### src/rtl/amx_pkg.sv
// Package: shared state type and index helpers for the banked atomic arbiter.
// Assumes: integer arithmetic on small port counts only.
package amx_pkg;

    typedef enum logic {
        LK_OPEN = 1'b0,
        LK_HELD = 1'b1
    } lock_state_e;

    // Next port index in circular order.
    function automatic int wrap_next(input int idx, input int n);
        return (idx + 1 >= n) ? 0 : idx + 1;
    endfunction

    // Bit width able to index v items, never below 1.
    function automatic int clog2_min1(input int v);
        return (v > 1) ? $clog2(v) : 1;
    endfunction

endpackage

### src/rtl/amx_lock_rr.sv
// Module: per-bank grant logic. Grants one requesting port per cycle,
// round-robin while open. It binds to a port after that port's request with
// the atomic flag set, and it frees the bank after the owner's request with
// the flag clear. Assumes grant is taken as acceptance (ready) in this cycle.
module amx_lock_rr
    import amx_pkg::*;
#(
    parameter int NUM_PORTS = 3,
    localparam int PW = clog2_min1(NUM_PORTS)
) (
    input  logic                 clk,
    input  logic                 rst_n,
    input  logic [NUM_PORTS-1:0] req_vld,
    input  logic [NUM_PORTS-1:0] req_atm,
    output logic [NUM_PORTS-1:0] grant,
    output logic                 grant_any,
    output logic [PW-1:0]        grant_idx
);

    lock_state_e   lock_q;
    logic [PW-1:0] owner_q;
    logic [PW-1:0] ptr_q;

    // Pick the winner: the owner alone when held, else the first valid from ptr.
    always_comb begin
        int cand;
        cand      = 0;
        grant     = '0;
        grant_any = 1'b0;
        grant_idx = '0;
        if (lock_q == LK_HELD) begin
            if (req_vld[owner_q]) begin
                grant[owner_q] = 1'b1;
                grant_any      = 1'b1;
                grant_idx      = owner_q;
            end
        end else begin
            for (int k = 0; k < NUM_PORTS; k++) begin
                cand = int'(ptr_q) + k;
                if (cand >= NUM_PORTS) cand = cand - NUM_PORTS;
                if (!grant_any && req_vld[cand]) begin
                    grant[cand] = 1'b1;
                    grant_any   = 1'b1;
                    grant_idx   = PW'(cand);
                end
            end
        end
    end

    // Advance the pointer and update lock ownership on every acceptance.
    always_ff @(posedge clk) begin
        if (!rst_n) begin
            lock_q  <= LK_OPEN;
            owner_q <= '0;
            ptr_q   <= '0;
        end else if (grant_any) begin
            ptr_q <= PW'(wrap_next(int'(grant_idx), NUM_PORTS));
            if (req_atm[grant_idx]) begin
                lock_q  <= LK_HELD;
                owner_q <= grant_idx;
            end else begin
                lock_q  <= LK_OPEN;
            end
        end
    end

    // one grant at most, and only to a requesting port.
    assert_single_grant_R3: assert property (@(posedge clk) disable iff (!rst_n)
        $onehot0(grant) && ((grant & ~req_vld) == '0));

    // after an atomic acceptance, no other port may be granted next cycle.
    assert_lock_excludes_R6: assert property (@(posedge clk) disable iff (!rst_n)
        (grant_any && req_atm[grant_idx]) |=> ((grant & ~$past(grant)) == '0));

    // R7 (and R8): an accepted request with the flag clear leaves the bank open.
    assert_clear_flag_unlocks_R7: assert property (@(posedge clk) disable iff (!rst_n)
        (grant_any && !req_atm[grant_idx]) |=> (lock_q == LK_OPEN));

endmodule

### src/rtl/amx_bank.sv
// Module: one memory bank. Holds 2**WORD_BITS words and arbitrates the ports
// through amx_lock_rr. The selected request is applied in one edge: its write
// lands in the array, and the old word is registered as the response.
// Assumes: a port targets this bank only when its bk_vld bit is set.
module amx_bank
    import amx_pkg::*;
#(
    parameter int NUM_PORTS = 3,
    parameter int WORD_BITS = 4,
    parameter int DATA_W    = 8,
    localparam int DEPTH    = 1 << WORD_BITS,
    localparam int PW       = clog2_min1(NUM_PORTS)
) (
    input  logic                           clk,
    input  logic                           rst_n,
    input  logic [NUM_PORTS-1:0]           bk_vld,
    input  logic [NUM_PORTS-1:0]           bk_atm,
    input  logic [NUM_PORTS-1:0]           bk_we,
    input  logic [NUM_PORTS*WORD_BITS-1:0] bk_addr,
    input  logic [NUM_PORTS*DATA_W-1:0]    bk_wdata,
    output logic [NUM_PORTS-1:0]           bk_ready,
    output logic [NUM_PORTS-1:0]           bk_rsp_vld,
    output logic [DATA_W-1:0]              bk_rdata
);

    logic [NUM_PORTS-1:0] grant;
    logic                 grant_any;
    logic [PW-1:0]        grant_idx;
    logic [WORD_BITS-1:0] sel_addr;
    logic [DATA_W-1:0]    sel_wdata;
    logic                 sel_we;
    logic [DATA_W-1:0]    words [DEPTH];
    logic [NUM_PORTS-1:0] rsp_vld_q;
    logic [DATA_W-1:0]    rdata_q;

    amx_lock_rr #(.NUM_PORTS(NUM_PORTS)) u_arb (
        .clk       (clk),
        .rst_n     (rst_n),
        .req_vld   (bk_vld),
        .req_atm   (bk_atm),
        .grant     (grant),
        .grant_any (grant_any),
        .grant_idx (grant_idx)
    );

    // Route the winning port's fields to the array.
    always_comb begin
        sel_addr  = bk_addr[int'(grant_idx)*WORD_BITS +: WORD_BITS];
        sel_wdata = bk_wdata[int'(grant_idx)*DATA_W +: DATA_W];
        sel_we    = bk_we[grant_idx];
    end

    // Storage write for an accepted write request.
    always_ff @(posedge clk) begin
        if (grant_any && sel_we) begin
            words[sel_addr] <= sel_wdata;
        end
    end

    // Register the pre-write word and the response target port.
    always_ff @(posedge clk) begin
        if (!rst_n) begin
            rsp_vld_q <= '0;
            rdata_q   <= '0;
        end else begin
            rsp_vld_q <= grant;
            if (grant_any) begin
                rdata_q <= words[sel_addr];
            end
        end
    end

    assign bk_ready   = grant;
    assign bk_rsp_vld = rsp_vld_q;
    assign bk_rdata   = rdata_q;

    // an acceptance yields exactly one response next cycle.
    assert_rsp_next_cycle_R4: assert property (@(posedge clk) disable iff (!rst_n)
        grant_any |=> $onehot(bk_rsp_vld));

    // no acceptance, no response next cycle.
    assert_no_spurious_rsp_R4: assert property (@(posedge clk) disable iff (!rst_n)
        !grant_any |=> (bk_rsp_vld == '0));

endmodule

### src/rtl/atomic_mem_arbiter.sv
// Module: top. Splits each port's address into bank and word bits, steers the
// valid to the addressed bank, and merges the banks' ready and response
// signals back per port. Assumes each port has at most one request in
// flight per cycle, so at most one bank answers a port at a time.
module atomic_mem_arbiter
    import amx_pkg::*;
#(
    parameter int NUM_PORTS = 3,
    parameter int NUM_BANKS = 2,
    parameter int WORD_BITS = 4,
    parameter int DATA_W    = 8,
    localparam int BSW      = (NUM_BANKS > 1) ? $clog2(NUM_BANKS) : 0,
    localparam int BIW      = clog2_min1(NUM_BANKS),
    localparam int ADDR_W   = WORD_BITS + BSW
) (
    input  logic                        clk,
    input  logic                        rst_n,
    input  logic [NUM_PORTS-1:0]        req_valid,
    output logic [NUM_PORTS-1:0]        req_ready,
    input  logic [NUM_PORTS*ADDR_W-1:0] req_addr,
    input  logic [NUM_PORTS*DATA_W-1:0] req_wdata,
    input  logic [NUM_PORTS-1:0]        req_we,
    input  logic [NUM_PORTS-1:0]        req_atomic,
    output logic [NUM_PORTS-1:0]        rsp_valid,
    output logic [NUM_PORTS*DATA_W-1:0] rsp_rdata
);

    logic [BIW-1:0]                 bank_of   [NUM_PORTS];
    logic [NUM_PORTS*WORD_BITS-1:0] word_addr;
    logic [NUM_PORTS-1:0]           bk_vld    [NUM_BANKS];
    logic [NUM_PORTS-1:0]           bk_ready  [NUM_BANKS];
    logic [NUM_PORTS-1:0]           bk_rsp    [NUM_BANKS];
    logic [DATA_W-1:0]              bk_rdata  [NUM_BANKS];

    // Split every port address into its bank index and word offset.
    generate
        if (BSW > 0) begin : g_bank_sel
            always_comb begin
                for (int p = 0; p < NUM_PORTS; p++) begin
                    bank_of[p] = BIW'(req_addr[p*ADDR_W + WORD_BITS +: BSW]);
                end
            end
        end else begin : g_one_bank
            always_comb begin
                for (int p = 0; p < NUM_PORTS; p++) begin
                    bank_of[p] = '0;
                end
            end
        end
    endgenerate

    // Gather word offsets of all ports into one vector for the banks.
    always_comb begin
        for (int p = 0; p < NUM_PORTS; p++) begin
            word_addr[p*WORD_BITS +: WORD_BITS] = req_addr[p*ADDR_W +: WORD_BITS];
        end
    end

    // One bank instance per address slice, each with its own lock.
    generate
        for (genvar b = 0; b < NUM_BANKS; b++) begin : g_bank
            // Steer each port's valid to this bank when the address selects it.
            always_comb begin
                for (int p = 0; p < NUM_PORTS; p++) begin
                    bk_vld[b][p] = req_valid[p] && (bank_of[p] == BIW'(b));
                end
            end

            amx_bank #(
                .NUM_PORTS (NUM_PORTS),
                .WORD_BITS (WORD_BITS),
                .DATA_W    (DATA_W)
            ) u_bank (
                .clk        (clk),
                .rst_n      (rst_n),
                .bk_vld     (bk_vld[b]),
                .bk_atm     (req_atomic),
                .bk_we      (req_we),
                .bk_addr    (word_addr),
                .bk_wdata   (req_wdata),
                .bk_ready   (bk_ready[b]),
                .bk_rsp_vld (bk_rsp[b]),
                .bk_rdata   (bk_rdata[b])
            );
        end
    endgenerate

    // Merge ready and response from the banks back onto each port.
    always_comb begin
        req_ready = '0;
        rsp_valid = '0;
        rsp_rdata = '0;
        for (int b = 0; b < NUM_BANKS; b++) begin
            req_ready = req_ready | bk_ready[b];
            rsp_valid = rsp_valid | bk_rsp[b];
            for (int p = 0; p < NUM_PORTS; p++) begin
                if (bk_rsp[b][p]) begin
                    rsp_rdata[p*DATA_W +: DATA_W] = rsp_rdata[p*DATA_W +: DATA_W] | bk_rdata[b];
                end
            end
        end
    end

    // every accepted port is answered on the following cycle.
    assert_accept_answered_R4: assert property (@(posedge clk) disable iff (!rst_n)
        (|(req_valid & req_ready)) |=> ((rsp_valid & $past(req_valid & req_ready)) == $past(req_valid & req_ready)));

    // ready never reaches a port that is not requesting.
    assert_ready_needs_valid_R3: assert property (@(posedge clk) disable iff (!rst_n)
        (req_ready & ~req_valid) == '0);

endmodule

### config.mk
export PLATFORM = sky130hd
export DESIGN_NAME = atomic_mem_arbiter
export DESIGN_NICKNAME = d
export VERILOG_FILES = /design/src/rtl/amx_pkg.sv /design/src/rtl/amx_lock_rr.sv /design/src/rtl/amx_bank.sv /design/src/rtl/atomic_mem_arbiter.sv
export SDC_FILE = /design/constraint.sdc
export NUM_CORES = 1
export LEC_CHECK = 0
export BUFFER_PORTS_ARGS = -buffer_cell sky130_fd_sc_hd__buf_2
export CORE_AREA = 10 10 223 225
export CTS_BUF_LIST = sky130_fd_sc_hd__clkbuf_4 sky130_fd_sc_hd__clkbuf_8
export CTS_CLUSTER_DIAMETER = 60
export DETAILED_ROUTE_END_ITERATION = 10
export DIE_AREA = 0 0 233 235
export SYNTH_ARGS = -nofsm -noshare
export SYNTH_HDL_FRONTEND = slang
export SYNTH_HIERARCHICAL = 1
export SYNTH_SLANG_ARGS = --single-unit
### constraint.sdc
create_clock -name clk -period 6.95 [get_ports clk]
set_input_delay 1.0425 -clock clk [delete_from_list [all_inputs] [get_ports clk]]
set_output_delay 1.0425 -clock clk [all_outputs]
set_load 0.005 [all_outputs]
==> results of run 1 <==
## worst reg2reg max path, cell delays in order, from the launching register on
cell	delay (ns)
dfxtp_1	0.32
inv_1	0.10
ha_1	0.38
mux2i_2	0.32
mux2i_2	0.18
o21ai_0	0.38
nand2_1	0.28
inv_1	0.62
mux2i_1	0.44
nor2_1	0.09
a21oi_2	0.46
nand4_1	0.38
nor2_1	0.69
## cell families (layout without fill, tap and decap cells)
| group | count (synthesis) | count (layout) | synth area share |
|---|---|---|---|
| fa+ha+maj | 8 | 8 | 0.00743 |
| simple gates | 472 | 472 | 0.163 |
| buf+inv | 77 | 198 | 0.0349 |
| flops | 288 | 288 | 0.618 |
| compound gates | 228 | 228 | 0.123 |
| mux | 68 | 68 | 0.0544 |
## final cells by class
cell class	instances	area, sq um	share of cell area
inverter	11	41.3	0.00267
sequential	288	8330	0.539
tap	600	751	0.0486
multi-input combinational	776	4740	0.307
timing repair buffer	94	508	0.0329
clock buffer	70	870	0.0563
clock inverter	23	208	0.0134
## path summary, 6_finish.rpt
kind,to,slack (ns),cells after the start
min reg2reg,g_bank[0].u_bank/u_arb/owner_q[1],0.56,2
min,g_bank[0].u_bank/u_arb/owner_q[1],0.56,2
max reg2reg,g_bank[0].u_bank/words[4][1],1.93,12
max,g_bank[0].u_bank/words[4][1],1.87,12
## power groups by stage
stage	registers (mW)	clock network, mW	logic, mW
2_1_floorplan	2.60	0	2.54
3_3_place_gp	2.69	0	3.61
3_5_place_dp	2.70	0	3.65
4_1_cts	2.66	1.68	3.66
5_1_grt	2.68	1.76	4.01
6_report	2.66	1.64	3.69
## cell usage in the layout (no fill, tap or decap), types with 24 or more instances in the layout
cell type  instances
mux2i_1           57
dfxtp_1           32
nand2_1          250
a21oi_1           57
edfxtp_1         256
a22o_1            24
nor2_1            55
buf_2             79
nand3_1           71
clkbuf_8          55
## registers in the layout, summed over array words and instances (netlist names)
| register | count |
|---|---|
| g_bank.u_bank/bk_rdata | 16 |
| g_bank.u_bank/u_arb/owner_q | 4 |
| g_bank.u_bank/u_arb/lock_q | 2 |
| g_bank.u_bank/bk_rsp_vld | 6 |
| g_bank.u_bank/words | 256 |
| g_bank.u_bank/u_arb/ptr_q | 4 |
## metrics by stage
stage                     cell area (sq um)  utilization  worst slack (ns)  hold WS (ns)  cells
final                                 15400        0.343              1.87         0.557   1862
after global routing                  15400        0.343              1.54         0.574   1862
after CTS                             15400        0.343              1.96         0.546   1862
after detailed placement              14400        0.319              1.40         0.536   1769
after global placement                14400        0.319              1.51         0.521   1769
after floorplan                       13500            -              2.70         0.483   1141
## metal layers
layer / track usage / vias up
met5: 0 / -
met4: 0.0322 / 2
met3: 0.0312 / 48
met2: 0.187 / 426
met1: 0.197 / 4798
li1: - / 4421
==> flow_summary_export.csv, run 1 <==
group,metric,value,unit
setup_path,cp_slowest_cell,"nor2_1",
floorplanning,io_pins,80,
yosys,synth.top_cell.area_share,0.571,
yosys,ys_top_cells_by_count,"256 x edfxtp_1, 250 x nand2_1, 71 x nand3_1",
layout,num-fill-cells,4515,
global_routing,first_global_vias,9599,
floorplanning,die-area,54800,sq um
pwr,p_sw_frac,0.433,
setup_path,timing.rr.start,"g_bank[0].u_bank/u_arb/ptr_q[1]",
outcome,status,"completed",
floorplanning,start_util,0.299,
setup_path,cp-start-kind,"input port",
timing,slew_violations,0,
setup_path,path_cells,"buf_2 > nor2b_1 > nor2b_1 > a21oi_1 > o21ai_0 > nand2_1 > inv_1 > mux2i_1 > nor2_1 > a21oi_2 > nand4_1 > nor2_1",
yosys,yosysSeqAreaShare,0.618,
timing,relSlewSlack,0.307,
pwr,power_frac_comb,0.462,
min_path,min_from,"g_bank[0].u_bank/u_arb/owner_q[1]",
route,routed_wl,37500,microns
placement,gp_congestion,0.878,
setup_path,end_kind,"flip-flop",
floorplanning,die_w,233,microns
global_routing,antenna_found_initial,1,
pwr,power_frac_clock,0.205,
clock_network,path_clk_slew,0.06,ns
route,via_count,9695,
pwr,p_sw,3.47,mW
setup_path,startpoint,"req_valid[2]",
clock_network,cts_resized,0,
clock_network,root_buffer,"clkbuf_8",
yosys,yosys.cell_count.top_type,"edfxtp_1",
timing,grt_setup_unrepaired,"no",
pwr,ir_worst_vdd,0.000242,V
clock_network,clock_sinks,288,
route,routed-wl-met2,15600,microns
setup_path,crit_buf_inv,2,
yosys,syn_inst,1141,
layout,drive_above_1_share,0.181,
layout,fin_nets,1279,
yosys,synth.distinct_cells,62,
setup_path,worst-endpoint-required,7.14,ns
clock_network,cts_buffers,50,
clock_network,htree_levels,2,
yosys,ys_warn_count,6,
route,highest_layer,"met5",
yosys,synth_area,13500,sq um
timing,max_slew.worst_pin.slew,1.04,ns
yosys,synth-edff-count,256,
timing,fin_crit_sh,0.732,
setup_path,critical-path-max-stage-delay,0.69,ns
pwr,total_power,8.00,mW
setup_path,critPathMaxFanout,15,
pwr,sequentialPowerShare,0.333,
clock_network,post_cts_buffers,0,
floorplanning,rows,78,
timing,timing_hold_violations_final,0,
placement,io_buffer_count,79,
clock_network,holdBufCountCts,0,
clock_network,cts_tree,"built",
placement,dpl.hpwl,25500,microns
route,wl_met3,3520,microns
timing,tns,0,ns
yosys,syn_nets,1199,
min_path,hold_class,"flip-flop to flip-flop",
pwr,p_leak,5.37,nW
global_routing,grt.overflow.total,0,
timing,skew,0.0225,ns
route,first_iter_violations,988,
route,viasPerCell,5.21,
global_routing,grt_pass1_wl,57000,microns
run,drv_cap,0,
route,drcViolationCount,0,
timing,setup_viol,0,
setup_path,critPathTopFamily,"simple AND/OR/NAND/NOR gates",
route,m1WireLength,17800,microns
pwr,internal-power,4.53,mW
global_routing,grt_max_degree,57,
yosys,async_reset_ff_frac,0,
timing,fmax,0.197,GHz
global_routing,grt_usage,0.132,
yosys,yosysTopAreaCell,"edfxtp_1",
layout,diodes,0,
floorplanning,die_h,235,microns
yosys,yosys_most_used_dff,"edfxtp_1",
clock_network,insertion_delay,0.58,ns
setup_path,crit_type,"input port to flip-flop",
route,ant_nets,0,
floorplanning,core,45100,sq um
route,wl_per_cell,20.2,microns
layout,syn2layout_area_growth,14.7,%
clock_network,cts.path.max_buffers,3,
timing,fin_crit,5.08,ns
yosys,synth-seq-cells,288,
yosys,avgSynthCellArea,11.8,sq um
setup_path,worstPathArrival,5.27,ns
route,drt_first_pass_iters,5,
pwr,p_per_area,518,nW/um^2
yosys,ys_top_cells_by_area,"edfxtp_1 57%, nand2_1 7.0%, dfxtp_1 4.8%, mux2i_1 4.2%, nand3_1 2.6%",
Note: power is estimated with default switching activity, not from simulation.
==> inputs of run 2 (changes only) <==
Settings changed: ABC_AREA from default to 1, CORE_AREA 10 10 223 225 to 10 10 228 230, DIE_AREA 0 0 233 235 to 0 0 238 240.
Clock period 6.95 ns to 5.25 ns, I/O delays scaled along.
==> run 2 against run 1 <==
Compared with the run above: core utilization is 0.41 points lower; worst setup slack worse by 0.85 ns; critical path depth is 5 higher; flip-flop and latch count stayed put; non-clock buffer count is 8 higher; first-iteration DRC count is 1.1% lower; global-route usage is 0.76 points higher; design area is 3.7% higher; sequential share of layout area is 1.9 points lower; area after synthesis is 4.5% higher; die area is 4.3% higher; synthesized cell count is 39% higher; critical path type is now flip-flop to flip-flop.
==> flow_summary_export.csv, run 2 <==
group,metric,value,unit
outcome,status,"completed",
placement,post-place-cells,2237,
setup_path,r2r_cells,17,
route,via_count,11100,
timing,fin_crit,4.24,ns
yosys,synth_top_family_by_area,"simple AND/OR/NAND/NOR gates",
timing,setup_viol,0,
min_path,hold_class,"input port to flip-flop",
layout,layout_common_cells,"721 x nand2_1, 256 x edfxtp_1, 152 x nand3_1",
floorplanning,io_pins,80,
layout,drive_above_1_share,0.162,
global_routing,grt_pass1_wl,62100,microns
timing,slew_violations,0,
floorplanning,core,47300,sq um
yosys,ys_top_cells_by_area,"edfxtp_1 55%, nand2_1 19%, nand3_1 5.4%, dfxtp_1 4.5%, nor2_1 2.7%",
placement,gp_congestion,0.898,
timing,grt_setup_unrepaired,"no",
min_path,holdPathStages,3,
timing,relSlewSlack,0.268,
yosys,synth-edff-count,256,
yosys,ys_warn_count,6,
route,wl_per_cell,17.3,microns
clock_network,htree_levels,2,
yosys,synth_xor_area_frac,0,
clock_network,path_clk_slew,0.06,ns
setup_path,critical-path-max-stage-delay,0.65,ns
placement,dpl.hpwl,28000,microns
clock_network,post_cts_buffers,0,
route,first_iter_violations,977,
floorplanning,rows,80,
yosys,synth_simple_gate_area_frac,0.303,
yosys,syn_inst,1586,
yosys,avgSynthCellArea,8.88,sq um
setup_path,cp-start-kind,"flip-flop",
timing,fin_crit_sh,0.807,
timing,timing_hold_violations_final,0,
route,drcViolationCount,0,
setup_path,worstPathArrival,4.49,ns
yosys,yosysTopAreaCell,"edfxtp_1",
placement,io_buffer_count,79,
yosys,syn_nets,1644,
floorplanning,start_util,0.297,
route,drt_first_pass_iters,6,
yosys,synth_compound_area_frac,0.0430,
yosys,synthAdderAreaFrac,0.00711,
floorplanning,die_h,240,microns
global_routing,grt_usage,0.140,
setup_path,worst-endpoint-required,5.50,ns
timing,fmax,0.236,GHz
setup_path,cp_slowest_cell,"nor2_1",
yosys,ys_top_cells_by_count,"722 x nand2_1, 256 x edfxtp_1, 153 x nand3_1",
yosys,yosys.cell_count.top_type,"nand2_1",
route,viasPerCell,4.77,
yosys,synthMuxAreaShare,0,
clock_network,cts_buffers,49,
floorplanning,die_w,238,microns
run,drv_cap,0,
clock_network,insertion_delay,0.62,ns
yosys,synth_area,14100,sq um
clock_network,cts.path.max_buffers,3,
floorplanning,die-area,57100,sq um
layout,post-route-util,0.338,
setup_path,path_cells,"inv_1 > ha_1 > inv_2 > nand2_1 > nand3_1 > nand2_1 > nand2_2 > a21oi_2 > nand2_2 > nand2_1 > o21a_2 > nor2_4 > inv_2 > o21ai_4 > inv_2 > nand3_1 > nor2_1",
global_routing,grt.overflow.total,0,
clock_network,cts_tree,"built",
layout,fin_nets,1731,
yosys,yosysSeqAreaShare,0.591,
global_routing,first_global_vias,11100,
layout,final_cells,2331,
yosys,async_reset_ff_frac,0,
yosys,synth.distinct_cells,30,
setup_path,crit_buf_inv,4,
setup_path,critPathMaxFanout,34,
route,routed_wl,40400,microns
setup_path,path_depth,17,
layout,final_common_cell,"nand2_1",
clock_network,root_buffer,"clkbuf_8",
timing,max_slew.worst_pin.slew,1.10,ns
layout,regMostFlops,"g_bank.u_bank/words",
setup_path,crit_type,"flip-flop to flip-flop",
clock_network,cts_resized,0,
setup_path,critPathTopFamily,"simple AND/OR/NAND/NOR gates",
route,ant_nets,0,
yosys,synth.top_cell.area_share,0.546,
yosys,yosys_most_used_dff,"edfxtp_1",
timing,skew,0.0337,ns
yosys,synth-seq-cells,288,
layout,largest_reg_flops,256,
timing,hold_slack,0.482,ns
clock_network,clock_sinks,288,
global_routing,grt_max_degree,50,
global_routing,antenna_found_initial,11,
layout,syn2layout_area_growth,13.8,%
setup_path,end_kind,"flip-flop",
clock_network,holdBufCountCts,0,
timing,tns,0,ns
==> run 2: changes by cell type in the layout (fill, tap and decap cells not counted), sizes merged, moves of 24 or more <==
cell | previous run | this run
mux2i | 64 | 0
a21oi | 60 | 14
nor2 | 55 | 109
a22o | 24 | 0
nand3 | 71 | 164
nand2 | 250 | 751
o21ai | 44 | 74
inv | 11 | 98
==> run 2: tightest hold or removal path, cell delays in order <==
cell	delay [ns]
buf_2	0.12
nand2_2	0.08
a21oi_1	0.07
==> run 2: final timing paths <==
| check | startpoint | endpoint | slack (ns) |
|---|---|---|---|
| worst max-delay path | g_bank[1].u_bank/u_arb/ptr_q[0] | g_bank[1].u_bank/words[5][7] | 1.01 |
| worst min-delay path | req_atomic[2] | g_bank[0].u_bank/u_arb/owner_q[1] | 0.48 |
| worst max register to register | g_bank[1].u_bank/u_arb/ptr_q[0] | g_bank[1].u_bank/words[5][7] | 1.01 |
| worst min register to register | g_bank[0].u_bank/u_arb/ptr_q[1] | g_bank[0].u_bank/u_arb/ptr_q[1] | 0.52 |
==> run 2: layer usage <==
metal	routed length [microns]	track usage	part of all wire	vias to the layer above
met2	18100	0.217	0.45	455
met1	17600	0.182	0.44	5187
met5	54	0	0.0013	-
met4	1080	0.0544	0.027	10
met3	3600	0.0380	0.089	90
li1	-	-	-	5369
==> run 2: cells by family after synthesis <==
group	after synthesis
and+or+nand+nor	1028
adders and majority gates	8
DFF	288
buffers and inverters	162
AOI/OAI and AO/OA	100
==> run 2: cell type report <==
| cell class | instances | area (sq um) |
|---|---|---|
| timing repair buffer | 102 | 568 |
| sequential | 288 | 8330 |
| clock inverter | 25 | 168 |
| inverter | 96 | 360 |
| multi-input combinational | 1136 | 5010 |
| clock buffer | 65 | 813 |
| antenna | 4 | 10.0 |
| tap | 615 | 769 |
| fill | 4850 | 31300 |
==> run 2: metrics by stage <==
step	instance area (sq um)	setup WS (ns)
after CTS	16000	1.04
after global placement	15000	0.810
after detailed placement	15000	0.744
after global routing	16000	0.643
final	16000	1.01
after floorplan	14100	1.70
Power of run 2 is not shown: default switching activity piles up to over one toggle a cycle in this logic, so the estimate is an artifact.
